**src/rtl/awv_pkg.sv**
```systemverilog
package awv_pkg;

    localparam int ADDR_W     = 32;
    localparam int SEG_BITS   = 3;
    localparam int ALIGN_BITS = 3;
    localparam int CMP_W      = ADDR_W + 2;
    localparam int NWIN       = 3;
    localparam int SIZE_FIELD = 5;
    localparam int IMG_BIT    = 21;

    localparam logic [ADDR_W-1:0] BOOT_BASE     = 32'h1FC0_0000;
    localparam logic [ADDR_W-1:0] RST_MEM_LIMIT = 32'h007F_FF00;
    localparam logic [ADDR_W-1:0] RST_AUX_BASE  = 32'h1FA0_0000;
    localparam logic [ADDR_W-1:0] RST_AUX_DLY   = 32'h0015_2E35;
    localparam logic [ADDR_W-1:0] RST_BOOT_DLY  = 32'h0016_2456;

    typedef enum logic [1:0] {
        SEL_MEM_LIMIT = 2'd0,
        SEL_AUX_BASE  = 2'd1,
        SEL_AUX_DLY   = 2'd2,
        SEL_BOOT_DLY  = 2'd3
    } cfg_sel_e;

    typedef enum logic [1:0] {
        WIN_NONE = 2'd0,
        WIN_MAIN = 2'd1,
        WIN_BOOT = 2'd2,
        WIN_AUX  = 2'd3
    } win_e;

    typedef struct packed {
        logic ok;
        win_e win;
        logic img;
    } verdict_t;

    typedef struct packed {
        logic [CMP_W-1:0] lo;
        logic [CMP_W-1:0] hi;
    } span_t;

    function automatic logic [ADDR_W-1:0] to_phys(input logic [ADDR_W-1:0] a);
        return {{SEG_BITS{1'b0}}, a[ADDR_W-SEG_BITS-1:0]};
    endfunction

    function automatic logic [CMP_W-1:0] win_top(input logic [ADDR_W-1:0] base,
                                                 input logic [ADDR_W-1:0] dly);
        logic [CMP_W-1:0] sz;
        sz = {{(CMP_W-1){1'b0}}, 1'b1} << dly[SIZE_FIELD-1:0];
        return {2'b00, base} + sz;
    endfunction

endpackage

```
**src/rtl/awv_cfg_regs.sv**
```systemverilog
module awv_cfg_regs
    import awv_pkg::*;
(
    input  logic              clk,
    input  logic              rst,
    input  logic              we,
    input  logic [1:0]        sel,
    input  logic [ADDR_W-1:0] wdata,
    output logic [ADDR_W-1:0] rdata,
    output logic [ADDR_W-1:0] mem_limit,
    output logic [ADDR_W-1:0] aux_base,
    output logic [ADDR_W-1:0] aux_dly,
    output logic [ADDR_W-1:0] boot_dly
);
    logic [ADDR_W-1:0] regs [4];

    always_ff @(posedge clk) begin
        if (rst) begin
            regs[SEL_MEM_LIMIT] <= RST_MEM_LIMIT;
            regs[SEL_AUX_BASE]  <= RST_AUX_BASE;
            regs[SEL_AUX_DLY]   <= RST_AUX_DLY;
            regs[SEL_BOOT_DLY]  <= RST_BOOT_DLY;
        end else if (we) begin
            regs[sel] <= wdata;
        end
    end

    assign rdata     = regs[sel];
    assign mem_limit = regs[SEL_MEM_LIMIT];
    assign aux_base  = regs[SEL_AUX_BASE];
    assign aux_dly   = regs[SEL_AUX_DLY];
    assign boot_dly  = regs[SEL_BOOT_DLY];

    assert_readback_R10: assert property (@(posedge clk) disable iff (rst)
        we |=> regs[$past(sel)] == $past(wdata));

endmodule

```
**src/rtl/awv_window.sv**
```systemverilog
module awv_window
    import awv_pkg::*;
(
    input  span_t req,
    input  span_t win,
    output logic  hit
);
    assign hit = (req.lo >= win.lo) && (req.hi <= win.hi);
endmodule

```
**src/rtl/addr_window_validator.sv**
```systemverilog
module addr_window_validator
    import awv_pkg::*;
(
    input  logic        clk,
    input  logic        rst,
    input  logic        rom_swap,
    input  logic        cfg_we,
    input  logic [1:0]  cfg_sel,
    input  logic [31:0] cfg_wdata,
    output logic [31:0] cfg_rdata,
    input  logic        req_valid,
    input  logic [31:0] req_addr,
    input  logic [31:0] req_len,
    output logic        rsp_valid,
    output logic        rsp_ok,
    output logic [1:0]  rsp_win,
    output logic        rsp_img
);
    logic [ADDR_W-1:0] mem_limit, aux_base, aux_dly, boot_dly;

    awv_cfg_regs u_regs (
        .clk(clk), .rst(rst), .we(cfg_we), .sel(cfg_sel), .wdata(cfg_wdata),
        .rdata(cfg_rdata), .mem_limit(mem_limit), .aux_base(aux_base),
        .aux_dly(aux_dly), .boot_dly(boot_dly)
    );

    logic [ADDR_W-1:0] phys;
    logic              shape_ok;
    span_t             rspan;
    span_t             wspan [NWIN];
    logic [NWIN-1:0]   hits;
    verdict_t          next_v, cur_v;

    assign phys     = to_phys(req_addr);
    assign shape_ok = (req_addr[ALIGN_BITS-1:0] == '0) &&
                      (req_len[ALIGN_BITS-1:0] == '0) && (req_len != '0);
    assign rspan.lo = {2'b00, phys};
    assign rspan.hi = {2'b00, phys} + {2'b00, req_len};

    assign wspan[0].lo = '0;
    assign wspan[0].hi = {2'b00, mem_limit};
    assign wspan[1].lo = {2'b00, BOOT_BASE};
    assign wspan[1].hi = win_top(BOOT_BASE, boot_dly);
    assign wspan[2].lo = {2'b00, aux_base};
    assign wspan[2].hi = win_top(aux_base, aux_dly);

    for (genvar i = 0; i < NWIN; i++) begin : g_win
        awv_window u_win (.req(rspan), .win(wspan[i]), .hit(hits[i]));
    end

    always_comb begin
        next_v = '0;
        if (shape_ok) begin
            for (int i = NWIN - 1; i >= 0; i--) begin
                if (hits[i]) begin
                    next_v.ok  = 1'b1;
                    next_v.win = win_e'(i + 1);
                end
            end
            if (next_v.win == WIN_BOOT)
                next_v.img = phys[IMG_BIT] ^ rom_swap;
        end
    end

    always_ff @(posedge clk) begin
        if (rst) begin
            rsp_valid <= 1'b0;
            cur_v     <= '0;
        end else begin
            rsp_valid <= req_valid;
            cur_v     <= req_valid ? next_v : '0;
        end
    end

    assign rsp_ok  = cur_v.ok;
    assign rsp_win = cur_v.win;
    assign rsp_img = cur_v.img;

    assert_latency_R9: assert property (@(posedge clk) disable iff (rst)
        req_valid |=> rsp_valid);
    assert_idle_quiet_R9: assert property (@(posedge clk) disable iff (rst)
        !rsp_valid |-> (!rsp_ok && rsp_win == 2'd0 && !rsp_img));
    assert_misaligned_rejected_R2: assert property (@(posedge clk) disable iff (rst)
        (req_valid && (req_addr[2:0] != 3'd0 || req_len[2:0] != 3'd0 || req_len == 32'd0))
        |=> (!rsp_ok && rsp_win == 2'd0));
    assert_ok_has_window_R7: assert property (@(posedge clk) disable iff (rst)
        rsp_ok == (rsp_win != 2'd0));
    assert_img_only_boot_R8: assert property (@(posedge clk) disable iff (rst)
        rsp_img |-> (rsp_ok && rsp_win == 2'd2));

endmodule

```
**config.mk**
```make
export PLATFORM = sky130hd
export DESIGN_NAME = addr_window_validator
export DESIGN_NICKNAME = d
export VERILOG_FILES = /design/src/rtl/awv_pkg.sv /design/src/rtl/awv_cfg_regs.sv /design/src/rtl/awv_window.sv /design/src/rtl/addr_window_validator.sv
export SDC_FILE = /design/constraint.sdc
export NUM_CORES = 1
export LEC_CHECK = 0
export ABC_AREA = 1
export BUFFER_PORTS_ARGS = -buffer_cell sky130_fd_sc_hd__clkbuf_2
export CAP_MARGIN = 30
export CORE_MARGIN = 2
export CORE_UTILIZATION = 55
export CTS_BUF_LIST = sky130_fd_sc_hd__clkbuf_2 sky130_fd_sc_hd__clkbuf_4 sky130_fd_sc_hd__clkbuf_8
export DETAILED_ROUTE_END_ITERATION = 10
export GPL_ROUTABILITY_DRIVEN = 0
export PLACE_DENSITY = 0.83
export SLEW_MARGIN = 20
export SYNTH_ARGS = -nofsm -noshare
export SYNTH_HDL_FRONTEND = slang
export SYNTH_SLANG_ARGS = --single-unit
```
**constraint.sdc**
```tcl
create_clock -name clk -period 4.9 [get_ports clk]
set_input_delay 0.245 -clock clk [delete_from_list [all_inputs] [get_ports clk]]
set_output_delay 0.245 -clock clk [all_outputs]
set_load 0.005 [all_outputs]
```
==> results summary <==
The flow ran to the end, and the final reports show no timing, DRC or antenna violations. Summed over all layers, the routed wires come to 38,500 um. The remaining global-route overflow came out at 0. The TritonCTS sink count came out at 133. The fraction of final layout cells with drive strength greater than 1 is 12.6%. The post-layout total power came out at 3.71 mW.

The worst setup path is launched from a flip-flop. The number of buffers inserted during clock tree synthesis came out at 17. The leading area contributor after synthesis is edfxtp_1. In this run, the clock network consumes 26.4% of the power. After synthesis the netlist holds a flip-flop and latch count of 133. nand2_1 is the most common cell in the netlist. The post-synth net total came out at 2,014. Of the total power, the share spent switching nets is 37.3%. The estimated wirelength of the detail-placed design is 30,800 um. Between clock sinks in the finished design, the worst skew comes to 0.00899 ns.

The slew at the pin closest to its max-slew limit is 0.842 ns. Summing the sequential cell areas from Yosys gives 30.3% of the chip area. The startpoint of the worst hold path is rst. Data on the critical path is required at its endpoint by 5.25 ns. The wire length of the first global-routing pass is 59,000 um. The initial core utilization is 55.8%.

The number of pins with negative max-slew slack in the final report came out at 0. The number of cells in the finished layout apart from fillers came out at 2,175. Clock-pin slew was measured on the worst setup and hold paths at 0.08 ns.

The class of the most critical hold timing path is in -> reg. The maximum fanout encountered on the critical timing path came out at 10. The source-to-sink clock delay at the later pin of the worst-skew pair is 0.45 ns. The number of antenna diodes in the final layout is 0.

In this run the critical register-to-register path is launched from u_regs.regs[2][0]$_SDFFCE_PN1P_. Port buffering added 136 buffers. In the global route stage, overall resource usage came out at 30.9%. The count of endpoints failing hold in the final timing report was 0. The number of antenna violations at the first check in global routing is 0. The count of hold-fix buffers inserted at cts came out at 1. The synthesized area divided by synthesized cell count came out at 7.57 um2. The clock tree from TritonCTS is yes.

Once the clock tree was built, the setup fixing pass inserted 0 buffers. The kind of critical path is reg -> reg. The number of nets at the end of the flow is 2,137. The via count of the first global-routing pass was 11,800. The power density of the placed cells is 257 nW/um2. The highest clock frequency the design can meet came out at 229 MHz. The number of gates given a new drive strength after cts came out at 0. Subtracting the final worst setup slack from the clock period gives 4.36 ns.

The number of cell rows is 56. The detailed-route DRC error count came out at 0. The maximum ir drop on the vdd rail is 245 uV. The net switching power came out at 1.38 mW. The worst register-to-register path has a depth of 24.

The worst register-to-register path ends at rsp_ok$_SDFF_PP0_. The internal power consumption is 2.33 mW. The relative max-transition margin is 43.4%. The routed layout has 12,900 vias. The unique cell type count in the Yosys netlist came out at 52. The share of total power dissipated in combinational logic is 36.2%. The leakage power figure is 6.77 nW. The number of fill cells is 2,071. Of the available clock period, the critical path in the final layout requires 89.0%. 140 I/O pins were placed. The post-detailed-route wirelength per cell is 17.7 um. The H-tree level count came out at 4. The register-to-register setup slack is 0.54 ns.

The maximum clock insertion buffer count came out at 2. The portion of total power attributed to sequential cells is 37.4%. The layout overhead on the synthesized area is 10.9%. From bottom edge to top edge, the die measures 158 um. The first-pass iteration count of the detailed router came out at 6. Setup repair after global routing left no endpoint under its margin. The overall die area came out at 24,900 um2. By area the synthesized netlist is led by edfxtp_1 (30%), ha_1 (18%), nand2_1 (7.5%). Using the TritonRoute via totals, the vias-per-cell ratio works out to 5.92. The worst hold path was traced through 2 stages. Registers take 3940 um2. Counting instances in the post-synthesis netlist gives the leading cell types as nand2_1 (260), nor2_1 (246), inv_1 (214), ha_1 (189), a21oi_1 (152).

The number of synthesized flops with an enable pin came out at 128. Setup violations remaining at the end of the flow were counted as 0. The count of warnings emitted by yosys came out at 0. The worst endpoint data arrival time came out at 4.72 ns. The share of synthesized flip-flops with an asynchronous set or reset is 0%.

In this run the horizontal extent of the chip is 158 um. The number of antenna-violating nets in the routed design is 0. The total area of multi-input combinational cells came out at 8050 um2. In this run, placement finished with an instance count of 2,142. The path with the worst hold slack has its endpoint at rsp_valid$_SDFF_PP0_. Entering global routing, the biggest net connects 77 pins. Summed over its instances, the top area cell type makes up 29.5% of the synthesized netlist area. CTS placed an instance of clkbuf_8 at the clock tree root.

The setup TNS is 0 ns. STA classifies the critical path endpoint as a flip-flop. The max capacitance violation total is 0. The floorplan core area came out at 23,300 um2.

The number of standard cells after synthesis is 1,720. The most common flop cell mapped by yosys is edfxtp_1. The total standard cell area after synthesis is 13,000 um2.

The number of DRC violations after detailed-routing iteration 0 came out at 1,385.
layout make-up:
class	count	share of cell area, %
multi-input cells	1316	55.7
flip-flops and latches	133	27.3
inverters	225	5.87
repair buffers	150	5.46
well taps	319	2.76
clock buffers	18	1.67
clock inverters	14	1.20
power by group through the flow:
stage,combinational (mW),clock (mW),sequential [mW]
2_1_floorplan,0.927,0,1.38
3_3_place_gp,1.25,0,1.40
3_5_place_dp,1.30,0,1.41
4_1_cts,1.31,0.986,1.39
5_1_grt,1.50,1.03,1.40
6_report,1.34,0.978,1.39
flip-flops by register name (all words and copies together) (netlist names):
signal       cells
rsp_win          2
u_regs.regs    128
rsp_valid        1
rsp_img          1
rsp_ok           1
routing by layer:
| metal | GRT usage (%) | part of all wire, % | vias up |
|---|---|---|---|
| met5 | 0 | 0 | - |
| met4 | 11.5 | 3.4 | 0 |
| met3 | 4.60 | 11 | 82 |
| met2 | 49.3 | 44 | 786 |
| met1 | 42.6 | 41 | 5865 |
| li1 | - | - | 6150 |
placed cells by master (no fill, tap or decap), types with 7 or more instances in the layout:
| master | instances |
|---|---|
| a21o_1 | 9 |
| a21oi_1 | 152 |
| a21oi_2 | 14 |
| buf_4 | 13 |
| clkbuf_2 | 136 |
| clkbuf_8 | 17 |
| edfxtp_1 | 128 |
| ha_1 | 189 |
| inv_1 | 214 |
| nand2_1 | 260 |
| nand3_1 | 59 |
| nand4_1 | 56 |
| nor2_1 | 246 |
| nor3_1 | 35 |
| nor4_1 | 14 |
| o21a_1 | 7 |
| o21ai_0 | 139 |
| o21bai_1 | 7 |
| xnor2_1 | 30 |
| xor2_1 | 31 |
kinds of logic (layout without fill, tap and decap cells):
kind of cell	after synthesis	after routing	synth area share, %
AO/OA/AOI/OAI	364	364	15.7
XOR/XNOR	61	61	4.10
adder cells (fa/ha/maj)	191	191	18.5
buffers and inverters	271	407	7.91
flip-flops	133	133	30.3
other	1	1	0.0288
AND/OR/NAND/NOR	699	699	23.5
metrics by stage:
step	setup slack [ns]	hold slack (ns)	util (%)	cell area, um2
floorplan	1.29	0.328	-	13000
global placement	0.717	0.462	60.1	14000
detailed placement	0.621	0.466	60.1	14000
CTS	0.596	0.0360	61.9	14400
global route	0.176	0.0681	61.9	14400
finish	0.537	0.0549	61.9	14400
worst max path at each step:
stage	from	to	slack, ns	cells past startpoint
after global routing	u_regs.regs[2][0]$_SDFFCE_PN1P_	rsp_win[1]$_SDFF_PP0_	0.18	23
after global placement	u_regs.regs[2][0]$_SDFFCE_PN1P_	rsp_ok$_SDFF_PP0_	0.72	24
final	u_regs.regs[2][0]$_SDFFCE_PN1P_	rsp_ok$_SDFF_PP0_	0.54	24
after detailed placement	u_regs.regs[2][0]$_SDFFCE_PN1P_	rsp_ok$_SDFF_PP0_	0.62	24
after CTS	u_regs.regs[2][0]$_SDFFCE_PN1P_	rsp_ok$_SDFF_PP0_	0.60	24
after floorplan	cfg_sel[1]	u_regs.regs[3][0]$_DFFE_PP_	1.29	4
critical path, stage by stage (launching register included):
cell       delay [ns]
edfxtp_1         0.47
clkinv_1         0.28
nor4_1           0.25
inv_1            0.09
nor2_1           0.19
inv_1            0.09
fa_1             0.44
o21ai_2          0.23
a21boi_2         0.10
o21ai_2          0.23
nand3_1          0.11
o2111ai_1        0.17
xnor2_1          0.12
ha_1             0.28
nand2_1          0.06
nor2_1           0.16
nand4_1          0.17
nor2_1           0.19
o2111ai_1        0.12
nand3_1          0.10
nand2_1          0.13
nand3_1          0.10
nand2_1          0.05
inv_1            0.09
nand2_1          0.06
Note: power is estimated with default switching activity, not from simulation.
